[config.mk]
export PLATFORM = sky130hd
export DESIGN_NAME = mhd_frame_decoder
export DESIGN_NICKNAME = d
export VERILOG_FILES = /design/src/rtl/mhd_pkg.sv /design/src/rtl/mhd_frame_asm.sv /design/src/rtl/mhd_ham_branch.sv /design/src/rtl/mhd_frame_decoder.sv
export SDC_FILE = /design/constraint.sdc
export NUM_CORES = 1
export LEC_CHECK = 0
export ABC_CLOCK_PERIOD_IN_PS = 2000
export BUFFER_PORTS_ARGS = -buffer_cell sky130_fd_sc_hd__buf_2
export CAP_MARGIN = 20
export CORE_AREA = 2 2 81 83
export DETAILED_ROUTE_END_ITERATION = 12
export DIE_AREA = 0 0 83 85
export GPL_ROUTABILITY_DRIVEN = 0
export PLACE_DENSITY = 0.77
export SETUP_SLACK_MARGIN = 0.3
export SKIP_LAST_GASP = 1
export SLEW_MARGIN = 10
export SYNTH_ARGS = -nofsm -noshare
export SYNTH_HDL_FRONTEND = slang
export SYNTH_SLANG_ARGS = --single-unit
[constraint.sdc]
create_clock -name clk_i -period 2 [get_ports clk_i]
set_input_delay 0.2 -clock clk_i [delete_from_list [all_inputs] [get_ports clk_i]]
set_output_delay 0.2 -clock clk_i [all_outputs]
set_load 0.02 [all_outputs]
[src/rtl/mhd_pkg.sv]
package mhd_pkg;
  localparam int WORD_W   = 18;
  localparam int LONG_N   = 15;
  localparam int LONG_K   = 11;
  localparam int SHORT_N  = 6;
  localparam int SHORT_K  = 3;
  localparam int SPLIT_W  = WORD_W - LONG_N;
  localparam int DATA_W   = 2 * LONG_K + SHORT_K;
  localparam int BRANCHES = 3;

  typedef enum logic {
    ST_WAIT_W0 = 1'b0,
    ST_WAIT_W1 = 1'b1
  } asm_state_e;
endpackage

[src/rtl/mhd_frame_asm.sv]
module mhd_frame_asm
  import mhd_pkg::*;
(
  input  logic                clk_i,
  input  logic                rst_ni,
  input  logic                word_vld_i,
  input  logic [WORD_W-1:0]   word_i,
  input  logic                first_i,
  output logic                frame_vld_o,
  output logic                frame_err_o,
  output logic [LONG_N-1:0]   cw_a_o,
  output logic [LONG_N-1:0]   cw_b_o,
  output logic [SHORT_N-1:0]  cw_c_o
);
  asm_state_e state_q, state_d;
  logic [WORD_W-1:0] w0_q;
  logic take_w0;

  always_comb begin
    state_d     = state_q;
    take_w0     = 1'b0;
    frame_vld_o = 1'b0;
    frame_err_o = 1'b0;
    if (word_vld_i) begin
      if (first_i) begin
        // restart on a start flag in either state
        take_w0     = 1'b1;
        state_d     = ST_WAIT_W1;
        frame_err_o = (state_q == ST_WAIT_W1);
      end else if (state_q == ST_WAIT_W1) begin
        frame_vld_o = 1'b1;
        state_d     = ST_WAIT_W0;
      end else begin
        frame_err_o = 1'b1;
      end
    end
  end

  always_ff @(posedge clk_i or negedge rst_ni) begin
    if (!rst_ni) begin
      state_q <= ST_WAIT_W0;
      w0_q    <= '0;
    end else begin
      state_q <= state_d;
      if (take_w0) w0_q <= word_i;
    end
  end

  assign cw_a_o = w0_q[LONG_N-1:0];
  assign cw_b_o = word_i[LONG_N-1:0];
  assign cw_c_o = {word_i[WORD_W-1:LONG_N], w0_q[WORD_W-1:LONG_N]};

  p_no_frame_on_err_r7: assert property (@(posedge clk_i) disable iff (!rst_ni)
    frame_err_o |-> !frame_vld_o);
  p_w1_needs_w0_r1: assert property (@(posedge clk_i) disable iff (!rst_ni)
    frame_vld_o |-> state_q == ST_WAIT_W1);
endmodule

[src/rtl/mhd_ham_branch.sv]
module mhd_ham_branch #(
  parameter int N_BITS = 15,
  parameter int K_BITS = 11
) (
  input  logic              clk_i,
  input  logic              rst_ni,
  input  logic [N_BITS-1:0] cw_i,
  output logic [K_BITS-1:0] data_o,
  output logic              corr_o,
  output logic              uncorr_o
);
  localparam int P_BITS = $clog2(N_BITS + 1);

  logic [P_BITS-1:0] syn;
  logic [N_BITS-1:0] fixed;

  always_comb begin
    syn = '0;
    for (int i = 1; i <= N_BITS; i++)
      if (cw_i[i-1]) syn = syn ^ P_BITS'(i);
  end

  always_comb begin
    fixed    = cw_i;
    corr_o   = 1'b0;
    uncorr_o = 1'b0;
    if (syn != '0) begin
      if (int'(syn) <= N_BITS) corr_o = 1'b1;
      else                     uncorr_o = 1'b1;
      for (int i = 1; i <= N_BITS; i++)
        if (syn == P_BITS'(i)) fixed[i-1] = ~cw_i[i-1];
    end
  end

  always_comb begin
    int k;
    k      = 0;
    data_o = '0;
    for (int i = 1; i <= N_BITS; i++) begin
      if ((i & (i - 1)) != 0) begin
        if (k < K_BITS) data_o[k] = fixed[i-1];
        k = k + 1;
      end
    end
  end

  p_single_fix_r4: assert property (@(posedge clk_i) disable iff (!rst_ni)
    corr_o |-> $countones(fixed ^ cw_i) == 1);
  p_pass_through_r9: assert property (@(posedge clk_i) disable iff (!rst_ni)
    uncorr_o |-> fixed == cw_i);
endmodule

[src/rtl/mhd_frame_decoder.sv]
module mhd_frame_decoder
  import mhd_pkg::*;
(
  input  logic                clk_i,
  input  logic                rst_ni,
  input  logic                word_vld_i,
  input  logic [WORD_W-1:0]   word_i,
  input  logic                first_i,
  output logic                valid_o,
  output logic [DATA_W-1:0]   data_o,
  output logic [BRANCHES-1:0] corrected_o,
  output logic [BRANCHES-1:0] uncorr_o,
  output logic                frame_err_o
);
  logic                frame_vld, frame_err;
  logic [LONG_N-1:0]   cw_a, cw_b;
  logic [SHORT_N-1:0]  cw_c;
  logic [LONG_K-1:0]   d_a, d_b;
  logic [SHORT_K-1:0]  d_c;
  logic [BRANCHES-1:0] corr, unc;

  mhd_frame_asm u_asm (
    .clk_i, .rst_ni, .word_vld_i, .word_i, .first_i,
    .frame_vld_o(frame_vld), .frame_err_o(frame_err),
    .cw_a_o(cw_a), .cw_b_o(cw_b), .cw_c_o(cw_c)
  );

  mhd_ham_branch #(.N_BITS(LONG_N), .K_BITS(LONG_K)) u_br_a (
    .clk_i, .rst_ni, .cw_i(cw_a), .data_o(d_a), .corr_o(corr[0]), .uncorr_o(unc[0]));
  mhd_ham_branch #(.N_BITS(LONG_N), .K_BITS(LONG_K)) u_br_b (
    .clk_i, .rst_ni, .cw_i(cw_b), .data_o(d_b), .corr_o(corr[1]), .uncorr_o(unc[1]));
  mhd_ham_branch #(.N_BITS(SHORT_N), .K_BITS(SHORT_K)) u_br_c (
    .clk_i, .rst_ni, .cw_i(cw_c), .data_o(d_c), .corr_o(corr[2]), .uncorr_o(unc[2]));

  always_ff @(posedge clk_i or negedge rst_ni) begin
    if (!rst_ni) begin
      valid_o     <= 1'b0;
      data_o      <= '0;
      corrected_o <= '0;
      uncorr_o    <= '0;
      frame_err_o <= 1'b0;
    end else begin
      valid_o     <= frame_vld;
      frame_err_o <= frame_err;
      corrected_o <= frame_vld ? corr : '0;
      uncorr_o    <= frame_vld ? unc  : '0;
      if (frame_vld) data_o <= {d_c, d_b, d_a};
    end
  end

  p_valid_pulse_r6: assert property (@(posedge clk_i) disable iff (!rst_ni)
    valid_o |=> !valid_o);
  p_idle_flags_r6: assert property (@(posedge clk_i) disable iff (!rst_ni)
    !valid_o |-> (corrected_o == '0 && uncorr_o == '0));
  p_flags_excl_r4: assert property (@(posedge clk_i) disable iff (!rst_ni)
    (corrected_o & uncorr_o) == '0);
  p_err_no_valid_r7: assert property (@(posedge clk_i) disable iff (!rst_ni)
    frame_err_o |-> !valid_o);
endmodule

* After elaboration in Yosys (flattened, before gate mapping)
Index checks and enable logic that the tools add are counted.
** Word-level totals
- Flip-flop bits (word level) :: 52
- Input bits :: 22
- Output and inout port bits :: 33
- Logic and storage cells :: 207
** Cells by class
- Order comparisons :: 1
- Equality and inequality tests :: 36
- Mux-type cells :: 91
- Bitwise logic cells :: 69
- Reductions and logical operators :: 3
** Operators with widths (number)
- == test 4 bit (second input constant) :: 16
- 2-to-1 mux 4 bit :: 16
- 2-to-1 mux 1 bit :: 53
- 2-to-1 mux 3 bit :: 13
- NOT 1 bit :: 36
- == test 4 x 3 -> 1 bit (second input constant) :: 8
- 2-to-1 mux 15 bit :: 2
- NOT 2 bit :: 15
- NOT 3 bit :: 8
- == test 4 x 2 -> 1 bit (second input constant) :: 4
- 2-to-1 mux 2 bit :: 6
- == test 3 bit (second input constant) :: 3
- == test 4 x 1 -> 1 bit (second input constant) :: 2
- NOT 1 bit (first input constant) :: 8
- NOT 4 bit :: 2
- nonzero test 4 bit :: 2
- == test 3 x 2 -> 1 bit (second input constant) :: 2
- 2-to-1 mux 6 bit :: 1
- == test 3 x 1 -> 1 bit (second input constant) :: 1
- less-or-equal comparator 3 bit (second input constant) :: 1
- nonzero test 3 bit :: 1

* Logic depth before layout (Yosys ltp)
Gate-level depths: netlist of run 1.
- Depth after elaboration :: 29
- Mapped depth :: 7
- Mapped depth without buffers :: 6

* Cells and area by module
Synthesis of run 1 repeated with hierarchy kept, for this count alone.
** Second synthesis, totals
- Cell total of the unflattened synthesis :: 314
- Area, all modules :: 3632.2 sq um
** Modules (own cells, without submodules)
- mhd_frame_decoder :: times used 1, cells each 67, area each 1178.6 sq um, sequential area each 825.8 sq um
- mhd_ham_branch at u_br_a ... :: times used 2, cells each 57, area each 546.8 sq um, sequential area each 0.0 sq um
- mhd_frame_asm :: times used 1, cells each 63, area each 907.1 sq um, sequential area each 475.5 sq um
- mhd_ham_branch at u_br_c :: times used 1, cells each 70, area each 452.9 sq um, sequential area each 0.0 sq um

* Worst setup path before layout of run 1
OpenSTA, ideal clock, no wires.
- Path type :: register to register
- From :: register u_asm.w0_q[9]
- To :: register data_o[8]
- Setup time :: 0.131 ns
- Data arrival time :: 1.812 ns
- Required time :: 1.869 ns
- Path slack :: 0.058 ns
- Cell stages (with the launch flop) :: 8
- Buffers on the path :: 1
- Clock period less this slack :: 1.942 ns
- Path through :: dfrtp_1 -> xnor2_1 -> xnor2_2 -> xnor3_1 -> buf_6 -> nor4_1 -> xnor2_1 -> o21ai_1
** Between the ends
- Cells in the longest elaborated chain, start to end :: 14
- Elaborated cells between the ends (all ways) :: 15
- Those cells by class :: 1 x eq/ne; 8 x mux; 5 x bitwise; 1 x reduce/logical
** RTL lines
- start: declaration :: line mhd_frame_asm.sv:16 : logic [WORD_W-1:0] w0_q;
- start signal: assignment :: line mhd_frame_asm.sv:45 : if (take_w0) w0_q <= word_i;
- 2-to-1 mux 4 bit (*) :: line mhd_ham_branch.sv:20 : if (cw_i[i-1]) syn = syn ^ P_BITS'(i);
- NOT 3 bit (no source line)
- 2-to-1 mux 4 bit (*) :: line mhd_ham_branch.sv:20
- NOT 2 bit (no source line)
- 2-to-1 mux 4 bit (*) :: line mhd_ham_branch.sv:20
- NOT 3 bit (no source line)
- 2-to-1 mux 4 bit (*) :: line mhd_ham_branch.sv:20
- NOT 3 bit (no source line)
- 2-to-1 mux 4 bit (*) :: line mhd_ham_branch.sv:20
- NOT 4 bit (no source line)
- 2-to-1 mux 4 bit (*) :: line mhd_ham_branch.sv:20
- == test 4 bit :: line mhd_ham_branch.sv:31 : if (syn == P_BITS'(i)) fixed[i-1] = ~cw_i[i-1];
- 2-to-1 mux 1 bit :: line mhd_ham_branch.sv:31
- 2-to-1 mux 15 bit (*) :: line mhd_ham_branch.sv:27 : if (syn != '0) begin
- end signal: assignment :: line mhd_frame_decoder.sv:47 : if (frame_vld) data_o <= {d_c, d_b, d_a};
- end: declaration :: line mhd_frame_decoder.sv:10 : output logic [DATA_W-1:0] data_o,
Every way passes the cells marked *; elsewhere a longest branch is shown, timed or not.
A chain may end at the register's enable or synchronous reset.

* Worst setup path in the final report of run 1
- From :: register u_asm.w0_q[6]
- To :: register data_o[4]
** Between the ends
- Cells in the longest elaborated chain, start to end :: 16
- Elaborated cells between the ends (all ways) :: 20
- Those cells by class :: 1 x eq/ne; 11 x mux; 7 x bitwise; 1 x reduce/logical
** RTL lines (line)
- 2-to-1 mux 3 bit (*) :: mhd_ham_branch.sv:20
- 2-to-1 mux 4 bit (*) :: mhd_ham_branch.sv:20
- NOT 2 bit (no source line) or 2-to-1 mux 4 bit (tied branches)
- 2-to-1 mux 4 bit (*) (2 in a row) :: mhd_ham_branch.sv:20
- NOT 3 bit (no source line) or NOT 2 bit (tied branches)
- 2-to-1 mux 4 bit (*) (2 in a row) :: mhd_ham_branch.sv:20
- NOT 3 bit (no source line) or 2-to-1 mux 4 bit (tied branches)
- 2-to-1 mux 4 bit (*) (2 in a row) :: mhd_ham_branch.sv:20
- NOT 4 bit (no source line)
- 2-to-1 mux 4 bit (*) :: mhd_ham_branch.sv:20
- == test 4 bit :: mhd_ham_branch.sv:31
- 2-to-1 mux 1 bit :: mhd_ham_branch.sv:31
- 2-to-1 mux 15 bit (*) :: mhd_ham_branch.sv:27
Marked as above.

==> impl_metrics.prom, run 1 <==
# TYPE chip_impl_metric gauge
chip_impl_metric{name="yosysWarningCount",unit=""} 0
chip_impl_metric{name="power.density_cell_area",unit="mW/mm²"} 1340
chip_impl_metric{name="timing.reg2reg.worst_path_depth",unit=""} 7
chip_impl_info{name="critical_path.top_delay_family",value="XOR/XNOR gates"} 1
chip_impl_metric{name="synth.top_cell.area_share",unit="%"} 41.3
chip_impl_info{name="yosys_most_used_dff",value="dfrtp_1"} 1
chip_impl_metric{name="floorplan.core_area",unit="mm²"} 0.00620
chip_impl_metric{name="max-slew-margin-rel",unit="%"} 61.3
chip_impl_metric{name="timing.critical_path.depth",unit=""} 7
chip_impl_metric{name="global_route.usage.total",unit="%"} 20.9
chip_impl_metric{name="worst_ep_required_time",unit="ps"} 2190
chip_impl_metric{name="route.detailed.vias_per_inst",unit=""} 5.38
chip_impl_metric{name="timing_worst_slew_pin_value",unit="ps"} 580
chip_impl_metric{name="layout_setup_ws",unit="ps"} -49.2
chip_impl_metric{name="vdd_drop_max",unit="mV"} 0.894
chip_impl_info{name="netlist.top_cell.by_area",value="dfrtp_1"} 1
chip_impl_metric{name="max_freq",unit="MHz"} 488
chip_impl_info{name="post_synth_main_area_contributors",value="dfrtp_1 41%, xnor2_1 14%, xor2_1 6.9%"} 1
chip_impl_metric{name="final.min_clock_period",unit="ps"} 2050
chip_impl_info{name="cpMaxStageDelayCell",value="dfrtp_2"} 1
chip_impl_metric{name="net-switching-power",unit="W"} 0.00238
chip_impl_metric{name="synthesis.area_per_instance",unit="µm²"} 10.2
chip_impl_info{name="violations",value="negative setup slack"} 1
chip_impl_metric{name="finalNetCount",unit=""} 396
chip_impl_metric{name="cts-buffers-inserted",unit=""} 5
chip_impl_metric{name="dieArea",unit="mm²"} 0.00706
chip_impl_metric{name="diodes",unit=""} 0
chip_impl_metric{name="overflow",unit=""} 0
chip_impl_metric{name="cts_max_path_buffers",unit=""} 2
chip_impl_metric{name="synth_seq_cells",unit=""} 50
chip_impl_metric{name="seqCellArea",unit="mm²"} 0.00126
chip_impl_metric{name="htree_levels",unit=""} 2
chip_impl_metric{name="maximum_fanout_along_the_worst_path",unit=""} 6
chip_impl_metric{name="drt_drc_violations_left",unit=""} 0
chip_impl_metric{name="first_pass_iters",unit=""} 4
chip_impl_metric{name="seq_area_frac_synth",unit="%"} 41.3
chip_impl_info{name="root_buffer",value="clkbuf_8"} 1
chip_impl_info{name="crit_path_start_kind",value="flop"} 1
chip_impl_metric{name="cp.arrival",unit="ps"} 2240
chip_impl_info{name="layout_common_cells",value="50 x buf_2, 42 x dfrtp_1, 30 x buf_4"} 1
chip_impl_metric{name="die_x",unit="µm"} 83
chip_impl_metric{name="clockPowerShare",unit="%"} 12.8
chip_impl_metric{name="fp-row-count",unit=""} 29
chip_impl_metric{name="io_buffers",unit=""} 52
chip_impl_metric{name="die_h",unit="µm"} 85
chip_impl_metric{name="dp_hpwl",unit="µm"} 5040
chip_impl_metric{name="max-cap-violations",unit=""} 0
chip_impl_metric{name="cp_slowest_stage_delay",unit="ps"} 450
chip_impl_info{name="worst_min_path_class",value="primary input to flop"} 1
chip_impl_metric{name="total_power",unit="W"} 0.00559
chip_impl_metric{name="final-hold-violation-count",unit=""} 0
chip_impl_info{name="critical_path_class",value="flop to flop"} 1
chip_impl_metric{name="cts.sinks",unit=""} 50
chip_impl_metric{name="grt_start_max_net_pins",unit=""} 28
chip_impl_metric{name="design.portCount",unit=""} 55
chip_impl_metric{name="wirelength",unit="µm"} 7570
chip_impl_metric{name="seqPwrFrac",unit="%"} 26.2
chip_impl_metric{name="count_of_flip_flops_with_a_built_in_enable_after_synthesis",unit=""} 0
chip_impl_metric{name="routed_antenna_nets",unit=""} 0
chip_impl_metric{name="power.static_leakage",unit="nW"} 1.83
chip_impl_info{name="layout_commonest_cell",value="buf_2"} 1
chip_impl_metric{name="area_delta_synth_final",unit="%"} 37.9
chip_impl_metric{name="setup_viol",unit=""} 4
chip_impl_metric{name="drive_above_1_share",unit="%"} 43.9
chip_impl_metric{name="clk_pin_slew",unit="ps"} 90
chip_impl_metric{name="slew_viol_final",unit=""} 0
chip_impl_info{name="tritoncts_clock_tree",value="built"} 1
chip_impl_metric{name="netlist_area",unit="mm²"} 0.00303
chip_impl_metric{name="routed_wire_length_per_instance",unit="µm"} 16.8
chip_impl_metric{name="stdcell_area",unit="mm²"} 0.00418
chip_impl_info{name="crit_chain",value="xor2_4, buf_12, xnor2_2, xnor2_4, nor4_1, xnor2_1, o21ai_1"} 1
chip_impl_metric{name="async_flop_share",unit="%"} 100
chip_impl_metric{name="post_synth_inst_count",unit=""} 298
chip_impl_metric{name="fillerInstances",unit=""} 460
chip_impl_metric{name="footprint_of_the_multi_input_gates",unit="mm²"} 0.00210
chip_impl_metric{name="fin_skew",unit="ps"} 4.93
chip_impl_metric{name="worstHoldPathCells",unit=""} 2
chip_impl_metric{name="sw_frac_of_total",unit="%"} 42.6
chip_impl_metric{name="vias",unit=""} 2428
chip_impl_info{name="critical_path.endpoint_type",value="flop"} 1
chip_impl_metric{name="grt_pass1_vias",unit=""} 2390
chip_impl_metric{name="drt-initial-drc-count",unit=""} 145
chip_impl_metric{name="global_route_wire_length_before_repair",unit="µm"} 11800
chip_impl_metric{name="fin_crit_sh",unit="%"} 102
chip_impl_metric{name="clock_latency",unit="ps"} 300
chip_impl_metric{name="antenna_violations_before_repair",unit=""} 0
chip_impl_info{name="outcome",value="finished with violations"} 1
chip_impl_metric{name="critical_path.n_buffers_inverters",unit=""} 1
chip_impl_metric{name="power.share.combinational",unit="%"} 61.0
chip_impl_metric{name="synthDistinctLibCells",unit=""} 46
chip_impl_metric{name="start_util",unit="%"} 48.8
chip_impl_metric{name="power.internal",unit="W"} 0.00321
chip_impl_metric{name="postPlaceCellArea",unit="mm²"} 0.00373
chip_impl_info{name="rsz0062_at_grt",value="yes"} 1
==> worst register-to-register path, delay by kind of cell (launching register included) <==
kind | cells | cell delay (ps)
flops | 1 | 450
compound gates | 1 | 70
buf+inv | 1 | 150
simple gates | 1 | 370
xor+xnor | 4 | 880
==> sequential cells by signal, indices dropped and copies added, names as in the netlist <==
register       cells
data_o            25
u_asm.w0_q        18
corrected_o        3
frame_err_o        1
u_asm.state_q      1
uncorr_o           1
valid_o            1
==> final timing paths <==
| check | endpoint | from | slack, ps |
|---|---|---|---|
| max | data_o[4]$_DFFE_PN0P_ | u_asm.w0_q[6]$_DFFE_PN0P_ | -50 |
| min | u_asm.state_q$_DFFE_PN0P_ | word_vld_i | 110 |
| max reg2reg | data_o[4]$_DFFE_PN0P_ | u_asm.w0_q[6]$_DFFE_PN0P_ | -50 |
| min reg2reg | data_o[3]$_DFFE_PN0P_ | data_o[3]$_DFFE_PN0P_ | 480 |
| max in group asynchronous | u_asm.w0_q[16]$_DFFE_PN0P_ | rst_ni | 1020 |
| min in group asynchronous | corrected_o[0]$_DFF_PN0_ | rst_ni | 420 |
==> cell usage after synthesis (2+ instances only) <==
master / count
dfrtp_1: 50
xnor2_1: 48
nand2_1: 27
xor2_1: 24
o21ai_0: 20
mux2_2: 17
clkbuf_1: 12
nor2_1: 10
o21ai_1: 9
nor4_1: 8
inv_1: 6
nand4_1: 6
nor3_1: 6
a21oi_1: 4
buf_1: 3
buf_2: 3
nand3_1: 3
nor4b_2: 3
o22ai_1: 3
xnor2_2: 3
a31oi_1: 2
and4bb_2: 2
buf_4: 2
mux2i_1: 2
nand4b_1: 2
o31ai_1: 2
xnor3_1: 2
==> what timing repair did <==
| action | CTS | global route |
|---|---|---|
| pin swaps | 11 | 13 |
| buffers inserted | 6 | 6 |
| hold endpoints to repair | 23 | 0 |
| hold buffers | 1 | 0 |
| resized for setup | 10 | 28 |
| setup endpoints to repair | 14 | 22 |
==> layout make-up <==
class                           count  area share [%]
Timing Repair Buffer               88            14.0
Inverter                            6           0.539
Sequential cell                    50            30.2
Multi-Input combinational cell    222            50.3
Clock inverter                      2           0.898
Clock buffer                        6            1.74
Tap cell                           77            2.30
==> layer usage <==
metal  track usage (%)  part of all wire, %  wire length [µm]  up-vias
met2              35.9                   53              4010       59
met4              6.71                  1.1                85        0
li1                  -                    -                 -     1181
met3              4.28                  4.4               332        6
met5                 0                    0                 0        -
met1              26.7                   42              3150     1182
==> power groups by stage <==
| stage | Clock [W] | Sequential (W) | Combinational (W) |
|---|---|---|---|
| global route | 0.000775 | 0.00150 | 0.00364 |
| CTS | 0.000726 | 0.00146 | 0.00295 |
| detailed placement | 0 | 0.00147 | 0.00283 |
| floorplan | 0 | 0.00170 | 0.00190 |
| finish | 0.000715 | 0.00146 | 0.00341 |
| global placement | 0 | 0.00146 | 0.00278 |
==> cell families (layout without fill, tap and decap cells) <==
group                    after synthesis  in the layout  share of synthesized area, %
XOR/XNOR                              78             78                          24.4
AND/OR/NAND/NOR                       73             73                          13.2
flip-flops                            50             50                          41.3
AO/OA/AOI/OAI                         49             49                          9.62
buffers and inverters                 27            102                          3.96
multiplexers                          19             19                          6.98
adder cells (fa/ha/maj)                1              1                         0.413
other                                  1              2                         0.124
==> through the flow <==
step           cells  hold slack [ps]  utilization, %  worst slack, ps  TNS, ps
2_1_floorplan    299            -95.6               -              237        0
3_3_place_gp     430              235            60.2             20.5        0
3_5_place_dp     430              232            60.2             2.40        0
4_1_cts          445              113            63.6             40.7        0
5_1_grt          451              109            67.4             -139     -950
6_report         451              112            67.4            -49.2    -57.9
No activity file was read; power rests on OpenSTA's default activity.
==> run 2, diff against run 1 <==
--- a/config.mk
+++ b/config.mk
@@ -11,8 +11,8 @@
 export CORE_AREA = 2 2 81 83
 export DETAILED_ROUTE_END_ITERATION = 12
 export DIE_AREA = 0 0 83 85
-export GPL_ROUTABILITY_DRIVEN = 0
-export PLACE_DENSITY = 0.77
+export GPL_ROUTABILITY_DRIVEN = 1
+export PLACE_DENSITY = 0.76
 export SETUP_SLACK_MARGIN = 0.3
 export SKIP_LAST_GASP = 1
 export SLEW_MARGIN = 10
==> impl_metrics.prom, run 2 (synthesized netlist as in run 1, its figures left out) <==
# TYPE chip_impl_metric gauge
chip_impl_info{name="outcome",value="finished with violations"} 1
chip_impl_info{name="violations",value="negative setup slack"} 1
chip_impl_metric{name="finish.cell_count_without_fillers",unit=""} 443
chip_impl_metric{name="final.min_clock_period",unit="ps"} 2050
chip_impl_metric{name="worst_ep_required_time",unit="ps"} 2190
chip_impl_info{name="crit_chain",value="xor2_4, xnor2_4, xnor2_2, nand4_1, xor2_1, o21ai_0"} 1
chip_impl_metric{name="place_ws",unit="ps"} 9.21
chip_impl_metric{name="max-cap-violations",unit=""} 0
chip_impl_info{name="critical_path.top_delay_family",value="XOR/XNOR gates"} 1
chip_impl_info{name="min-delay-start",value="word_vld_i"} 1
chip_impl_metric{name="cts_max_path_buffers",unit=""} 2
chip_impl_metric{name="htree_levels",unit=""} 2
chip_impl_metric{name="fin_skew",unit="ps"} 13.8
chip_impl_metric{name="power.density_cell_area",unit="mW/mm²"} 1360
chip_impl_metric{name="timing.hold.ws",unit="ps"} 114
chip_impl_info{name="layout_commonest_cell",value="buf_2"} 1
chip_impl_metric{name="overflow",unit=""} 0
chip_impl_metric{name="power.static_leakage",unit="nW"} 1.77
chip_impl_metric{name="io_buffers",unit=""} 52
chip_impl_metric{name="clockPowerShare",unit="%"} 13.1
chip_impl_metric{name="dp_hpwl",unit="µm"} 4950
chip_impl_metric{name="design.portCount",unit=""} 55
chip_impl_metric{name="global_route.usage.total",unit="%"} 20.0
chip_impl_metric{name="start_util",unit="%"} 48.8
chip_impl_metric{name="fin_tns_setup",unit="ps"} -50.5
chip_impl_metric{name="grt_start_max_net_pins",unit=""} 51
chip_impl_info{name="cpMaxStageDelayCell",value="dfrtp_2"} 1
chip_impl_metric{name="largest_reg_flops",unit=""} 25
chip_impl_info{name="worst_setup_path_startpoint",value="u_asm.w0_q[2]$_DFFE_PN0P_"} 1
chip_impl_metric{name="die_h",unit="µm"} 85
chip_impl_metric{name="wirelength",unit="µm"} 7290
chip_impl_metric{name="timing.reg2reg.setup_slack",unit="ps"} -50
chip_impl_metric{name="area_delta_synth_final",unit="%"} 35.5
chip_impl_metric{name="finalNetCount",unit=""} 388
chip_impl_metric{name="vias",unit=""} 2390
chip_impl_metric{name="final_core_utilization",unit="%"} 66.2
chip_impl_info{name="layout_common_cells",value="52 x buf_2, 40 x dfrtp_1, 28 x xnor2_1"} 1
chip_impl_info{name="root_buffer",value="clkbuf_8"} 1
chip_impl_metric{name="gpl_congestion",unit=""} 0.888
chip_impl_info{name="critical_path.endpoint_type",value="flop"} 1
chip_impl_info{name="r2r_start",value="u_asm.w0_q[2]$_DFFE_PN0P_"} 1
chip_impl_metric{name="clk_pin_slew",unit="ps"} 90
chip_impl_metric{name="power.share.combinational",unit="%"} 60.5
chip_impl_metric{name="first_pass_iters",unit=""} 4
chip_impl_info{name="crit_path_start_kind",value="flop"} 1
chip_impl_metric{name="drt-initial-drc-count",unit=""} 109
chip_impl_metric{name="diodes",unit=""} 0
chip_impl_metric{name="sw_frac_of_total",unit="%"} 42.8
chip_impl_metric{name="fin_crit_sh",unit="%"} 103
chip_impl_metric{name="route.detailed.vias_per_inst",unit=""} 5.40
chip_impl_info{name="worst_min_path_class",value="primary input to flop"} 1
chip_impl_metric{name="die_x",unit="µm"} 83
chip_impl_metric{name="clock_latency",unit="ps"} 320
chip_impl_info{name="rsz0062_at_grt",value="yes"} 1
chip_impl_metric{name="fp-row-count",unit=""} 29
chip_impl_metric{name="routed_antenna_nets",unit=""} 0
chip_impl_metric{name="max_freq",unit="MHz"} 488
chip_impl_metric{name="grt_pass1_vias",unit=""} 2291
chip_impl_metric{name="cts-buffers-inserted",unit=""} 5
chip_impl_metric{name="net-switching-power",unit="W"} 0.00239
chip_impl_info{name="top_regs",value="data_o: 25 flops, u_asm.w0_q: 18 flops, corrected_o: 3 flops"} 1
chip_impl_metric{name="drt_drc_violations_left",unit=""} 0
chip_impl_metric{name="layout_setup_ws",unit="ps"} -50.5
chip_impl_metric{name="routed_wire_length_per_instance",unit="µm"} 16.5
chip_impl_metric{name="floorplan.core_area",unit="mm²"} 0.00620
chip_impl_metric{name="seqPwrFrac",unit="%"} 26.4
chip_impl_metric{name="maximum_fanout_along_the_worst_path",unit=""} 6
chip_impl_metric{name="dpl.cell_count",unit=""} 426
chip_impl_metric{name="vdd_drop_max",unit="mV"} 0.705
chip_impl_metric{name="slew_viol_final",unit=""} 0
chip_impl_metric{name="global_route_wire_length_before_repair",unit="µm"} 11300
chip_impl_info{name="critical_path_class",value="flop to flop"} 1
chip_impl_info{name="tritoncts_clock_tree",value="built"} 1
chip_impl_metric{name="drive_above_1_share",unit="%"} 42.9
chip_impl_metric{name="power.internal",unit="W"} 0.00319
chip_impl_metric{name="setup_viol",unit=""} 1
chip_impl_metric{name="dieArea",unit="mm²"} 0.00706
chip_impl_metric{name="cp_slowest_stage_delay",unit="ps"} 490
chip_impl_metric{name="final-hold-violation-count",unit=""} 0
chip_impl_info{name="top_reg_by_flops",value="data_o"} 1
chip_impl_metric{name="cts.sinks",unit=""} 50
chip_impl_metric{name="cp.arrival",unit="ps"} 2240
chip_impl_metric{name="critical_path.n_buffers_inverters",unit=""} 0
chip_impl_metric{name="antenna_violations_before_repair",unit=""} 0
run 2: per-layer routing:
metal | share of wire [%] | GRT usage (%) | routed length (µm) | up-vias
li1 | - | - | - | 1155
met1 | 43 | 26.4 | 3120 | 1169
met2 | 52 | 34.2 | 3760 | 58
met3 | 4.2 | 3.50 | 308 | 8
met4 | 1.4 | 5.37 | 103 | 0
met5 | 0 | 0 | 0 | -
run 2: stage by stage:
stage / power, W / cell area [µm²]
2_1_floorplan: 0.00360 / 3290
3_3_place_gp: 0.00420 / 3690
3_5_place_dp: 0.00428 / 3690
4_1_cts: 0.00507 / 3860
5_1_grt: 0.00591 / 4110
6_report: 0.00559 / 4110
run 2: area by class of cell:
class                   instances  area (µm²)
repair buffers                 80         505
well taps                      77        96.3
flip-flops and latches         50        1260
inverters                       6        22.5
fillers                       487        2100
clock inverters                 3        45.0
multi-input cells             222        2100
clock buffers                   5        68.8
run 2: repair_timing:
item,CTS,global route
hold endpoints to repair,50,0
resized for setup,8,24
hold buffers,1,0
pin swaps,2,11
endpoints found under the setup margin,12,18
gates cloned,0,0
buffers inserted,3,5
run 2: power groups by stage:
stage / Combinational (W) / Clock, W / Sequential, W
2_1_floorplan: 0.00190 / 0 / 0.00170
3_3_place_gp: 0.00273 / 0 / 0.00147
3_5_place_dp: 0.00280 / 0 / 0.00148
4_1_cts: 0.00286 / 0.000749 / 0.00147
5_1_grt: 0.00361 / 0.000784 / 0.00151
6_report: 0.00338 / 0.000733 / 0.00147
run 2: worst paths after layout:
path	cells past startpoint	to
max in group asynchronous	3	u_asm.w0_q[8]$_DFFE_PN0P_
worst max register to register	6	data_o[1]$_DFFE_PN0P_
worst min-delay path	2	u_asm.state_q$_DFFE_PN0P_
min in group asynchronous	3	data_o[10]$_DFFE_PN0P_
worst max-delay path	6	data_o[1]$_DFFE_PN0P_
worst min register to register	2	data_o[24]$_DFFE_PN0P_
==> run 3, diff against run 2 <==
--- a/config.mk
+++ b/config.mk
@@ -6,13 +6,13 @@
 export NUM_CORES = 1
 export LEC_CHECK = 0
 export ABC_CLOCK_PERIOD_IN_PS = 2000
-export BUFFER_PORTS_ARGS = -buffer_cell sky130_fd_sc_hd__buf_2
 export CAP_MARGIN = 20
-export CORE_AREA = 2 2 81 83
+export CORE_AREA = 2 2 76 78
 export DETAILED_ROUTE_END_ITERATION = 12
-export DIE_AREA = 0 0 83 85
+export DIE_AREA = 0 0 78 80
+export DONT_BUFFER_PORTS = 1
 export GPL_ROUTABILITY_DRIVEN = 1
-export PLACE_DENSITY = 0.76
+export PLACE_DENSITY = 0.84
 export SETUP_SLACK_MARGIN = 0.3
 export SKIP_LAST_GASP = 1
 export SLEW_MARGIN = 10
==> impl_metrics.prom, run 3 (synthesized netlist as in run 1, its figures left out) <==
# TYPE chip_impl_metric gauge
chip_impl_metric{name="global_route.usage.total",unit="%"} 24.7
chip_impl_metric{name="cts.sinks",unit=""} 50
chip_impl_info{name="critical_path.top_delay_family",value="XOR/XNOR gates"} 1
chip_impl_metric{name="first_pass_iters",unit=""} 4
chip_impl_metric{name="design.portCount",unit=""} 55
chip_impl_metric{name="route.detailed.vias_per_inst",unit=""} 5.80
chip_impl_metric{name="fillerInstances",unit=""} 360
chip_impl_metric{name="fp-row-count",unit=""} 27
chip_impl_metric{name="worst_ep_required_time",unit="ps"} 2180
chip_impl_metric{name="wirelength",unit="µm"} 7530
chip_impl_metric{name="worstHoldPathCells",unit=""} 1
chip_impl_metric{name="layout_setup_ws",unit="ps"} -11.9
chip_impl_info{name="tritoncts_clock_tree",value="built"} 1
chip_impl_metric{name="vdd_drop_max",unit="mV"} 0.790
chip_impl_info{name="crit_path_start_kind",value="flop"} 1
chip_impl_metric{name="grt_pass1_vias",unit=""} 2326
chip_impl_metric{name="timing.critical_path.depth",unit=""} 6
chip_impl_metric{name="drt_drc_violations_left",unit=""} 0
chip_impl_metric{name="drive_above_1_share",unit="%"} 31.5
chip_impl_info{name="critical_path.reg2reg.endpoint",value="data_o[6]$_DFFE_PN0P_"} 1
chip_impl_metric{name="setup_viol",unit=""} 4
chip_impl_metric{name="finalNetCount",unit=""} 336
chip_impl_metric{name="power.density_cell_area",unit="mW/mm²"} 1420
chip_impl_metric{name="fin_skew",unit="ps"} 7.31
chip_impl_metric{name="power.internal",unit="W"} 0.00310
chip_impl_metric{name="total_power",unit="W"} 0.00551
chip_impl_metric{name="largest_reg_flops",unit=""} 25
chip_impl_info{name="layout_common_cells",value="41 x dfrtp_1, 28 x xnor2_1, 27 x nand2_1"} 1
chip_impl_metric{name="max-cap-violations",unit=""} 0
chip_impl_metric{name="sw_frac_of_total",unit="%"} 43.7
chip_impl_metric{name="postPlaceCellArea",unit="mm²"} 0.00336
chip_impl_metric{name="cp_slowest_stage_delay",unit="ps"} 590
chip_impl_metric{name="die_x",unit="µm"} 78
chip_impl_metric{name="fin_tns_setup",unit="ps"} -28.9
chip_impl_metric{name="cp.arrival",unit="ps"} 2190
chip_impl_metric{name="clk_pin_slew",unit="ps"} 90
chip_impl_metric{name="dieArea",unit="mm²"} 0.00624
chip_impl_metric{name="final-hold-violation-count",unit=""} 0
chip_impl_metric{name="grt_start_max_net_pins",unit=""} 54
chip_impl_metric{name="net-switching-power",unit="W"} 0.00241
chip_impl_metric{name="gpl_congestion",unit=""} 0.823
chip_impl_metric{name="global_route_wire_length_before_repair",unit="µm"} 11800
chip_impl_metric{name="diodes",unit=""} 0
chip_impl_metric{name="vias",unit=""} 2238
chip_impl_info{name="critical_path_class",value="flop to flop"} 1
chip_impl_metric{name="clockPowerShare",unit="%"} 11.0
chip_impl_metric{name="die_h",unit="µm"} 80
chip_impl_info{name="whs_endpoint",value="frame_err_o$_DFF_PN0_"} 1
chip_impl_metric{name="max_freq",unit="MHz"} 497
chip_impl_info{name="crit_chain",value="xor2_1, xnor3_2, buf_6, nor4_4, xnor2_1, o21ai_1"} 1
chip_impl_metric{name="critical_path.n_buffers_inverters",unit=""} 1
chip_impl_metric{name="max-slew-margin-rel",unit="%"} 41.8
chip_impl_info{name="min-delay-start",value="word_vld_i"} 1
chip_impl_metric{name="io_buffers",unit=""} 0
chip_impl_metric{name="overflow",unit=""} 0
chip_impl_metric{name="slew_viol_final",unit=""} 0
chip_impl_info{name="root_buffer",value="clkbuf_8"} 1
chip_impl_metric{name="stdcell_area",unit="mm²"} 0.00388
chip_impl_metric{name="timing.reg2reg.worst_path_depth",unit=""} 6
chip_impl_metric{name="power.share.combinational",unit="%"} 56.9
chip_impl_metric{name="cts-buffers-inserted",unit=""} 5
chip_impl_info{name="r2r_start",value="u_asm.w0_q[12]$_DFFE_PN0P_"} 1
chip_impl_info{name="rsz0062_at_grt",value="yes"} 1
chip_impl_info{name="worst_min_path_class",value="primary input to flop"} 1
chip_impl_info{name="critical_path.endpoint_type",value="flop"} 1
chip_impl_info{name="violations",value="negative setup slack"} 1
chip_impl_metric{name="start_util",unit="%"} 56.1
chip_impl_metric{name="finish.cell_count_without_fillers",unit=""} 386
chip_impl_metric{name="place_ws",unit="ps"} 23.6
chip_impl_metric{name="clock_latency",unit="ps"} 300
chip_impl_metric{name="seqPwrFrac",unit="%"} 32.1
chip_impl_metric{name="floorplan.core_area",unit="mm²"} 0.00541
chip_impl_metric{name="dpl.cell_count",unit=""} 360
chip_impl_metric{name="drt-initial-drc-count",unit=""} 154
chip_impl_info{name="layout_commonest_cell",value="dfrtp_1"} 1
chip_impl_info{name="outcome",value="finished with violations"} 1
chip_impl_info{name="cpMaxStageDelayCell",value="xnor3_2"} 1
chip_impl_info{name="top_reg_by_flops",value="data_o"} 1
chip_impl_metric{name="dp_hpwl",unit="µm"} 4670
chip_impl_metric{name="antenna_violations_before_repair",unit=""} 0
chip_impl_metric{name="timing_worst_slew_pin_value",unit="ps"} 871
chip_impl_metric{name="final.min_clock_period",unit="ps"} 2010
chip_impl_info{name="top_regs",value="data_o: 25 flops, u_asm.w0_q: 18 flops, corrected_o: 3 flops"} 1
chip_impl_metric{name="fin_crit_sh",unit="%"} 101
chip_impl_metric{name="area_delta_synth_final",unit="%"} 28.0
chip_impl_metric{name="htree_levels",unit=""} 2
chip_impl_metric{name="routed_antenna_nets",unit=""} 0
chip_impl_metric{name="power.static_leakage",unit="nW"} 1.57
chip_impl_metric{name="maximum_fanout_along_the_worst_path",unit=""} 8
chip_impl_metric{name="timing.reg2reg.setup_slack",unit="ps"} -10
chip_impl_metric{name="cts_max_path_buffers",unit=""} 2
chip_impl_metric{name="routed_wire_length_per_instance",unit="µm"} 19.5
run 3: worst max-delay path by stage:
stage	from	end	slack [ps]
after floorplan	u_asm.w0_q[12]$_DFFE_PN0P_	data_o[9]$_DFFE_PN0P_	240
after global placement	u_asm.w0_q[12]$_DFFE_PN0P_	data_o[4]$_DFFE_PN0P_	50
after detailed placement	u_asm.w0_q[14]$_DFFE_PN0P_	data_o[0]$_DFFE_PN0P_	20
after CTS	u_asm.w0_q[13]$_DFFE_PN0P_	data_o[6]$_DFFE_PN0P_	40
after global routing	u_asm.w0_q[14]$_DFFE_PN0P_	data_o[5]$_DFFE_PN0P_	-110
final	u_asm.w0_q[12]$_DFFE_PN0P_	data_o[6]$_DFFE_PN0P_	-10
run 3: power groups by stage:
stage	Combinational (W)	Sequential, W	Clock, W
2_1_floorplan	0.00190	0.00170	0
3_3_place_gp	0.00209	0.00176	0
3_5_place_dp	0.00216	0.00177	0
4_1_cts	0.00288	0.00176	0.000615
5_1_grt	0.00334	0.00180	0.000661
6_report	0.00314	0.00176	0.000606
run 3: worst reg2reg max path, stage by stage, from the launching register on:
cell     delay (ps)
dfrtp_2         470
xor2_1          240
xnor3_2         590
buf_6           180
nor4_4          150
xnor2_1         170
o21ai_1         100
run 3: what timing repair did:
| action | 4_1_cts | 5_1_grt |
|---|---|---|
| cloned | 0 | 0 |
| resized for setup | 29 | 10 |
| endpoints found under the hold margin | 51 | 0 |
| endpoints found under the setup margin | 12 | 25 |
| hold buffers | 3 | 0 |
| buffers inserted | 11 | 4 |
| pin swaps | 20 | 4 |
run 3: final cells by class:
type | instances | area (µm²) | area share (%)
clock buffer | 8 | 90.1 | 2.32
inverter | 6 | 22.5 | 0.581
multi-input combinational | 222 | 2100 | 54.2
sequential | 50 | 1260 | 32.5
tap | 72 | 90.1 | 2.32
timing repair buffer | 28 | 312 | 8.03
run 3: per-stage QoR:
step	utilization, %	hold slack, ps
after floorplan	-	-95.6
after global placement	62.1	-94.4
after detailed placement	62.1	-94.6
after CTS	70.2	20.4
after global routing	71.8	23.5
final	71.8	28.3
run 3: per-layer routing:
| layer | vias to the layer above | part of all wire (%) | global-route usage [%] |
|---|---|---|---|
| met3 | 18 | 4.8 | 4.75 |
| met5 | - | 0 | 0 |
| met2 | 73 | 54 | 44.2 |
| met1 | 1093 | 39 | 29.6 |
| met4 | 0 | 2.5 | 9.30 |
| li1 | 1054 | - | - |
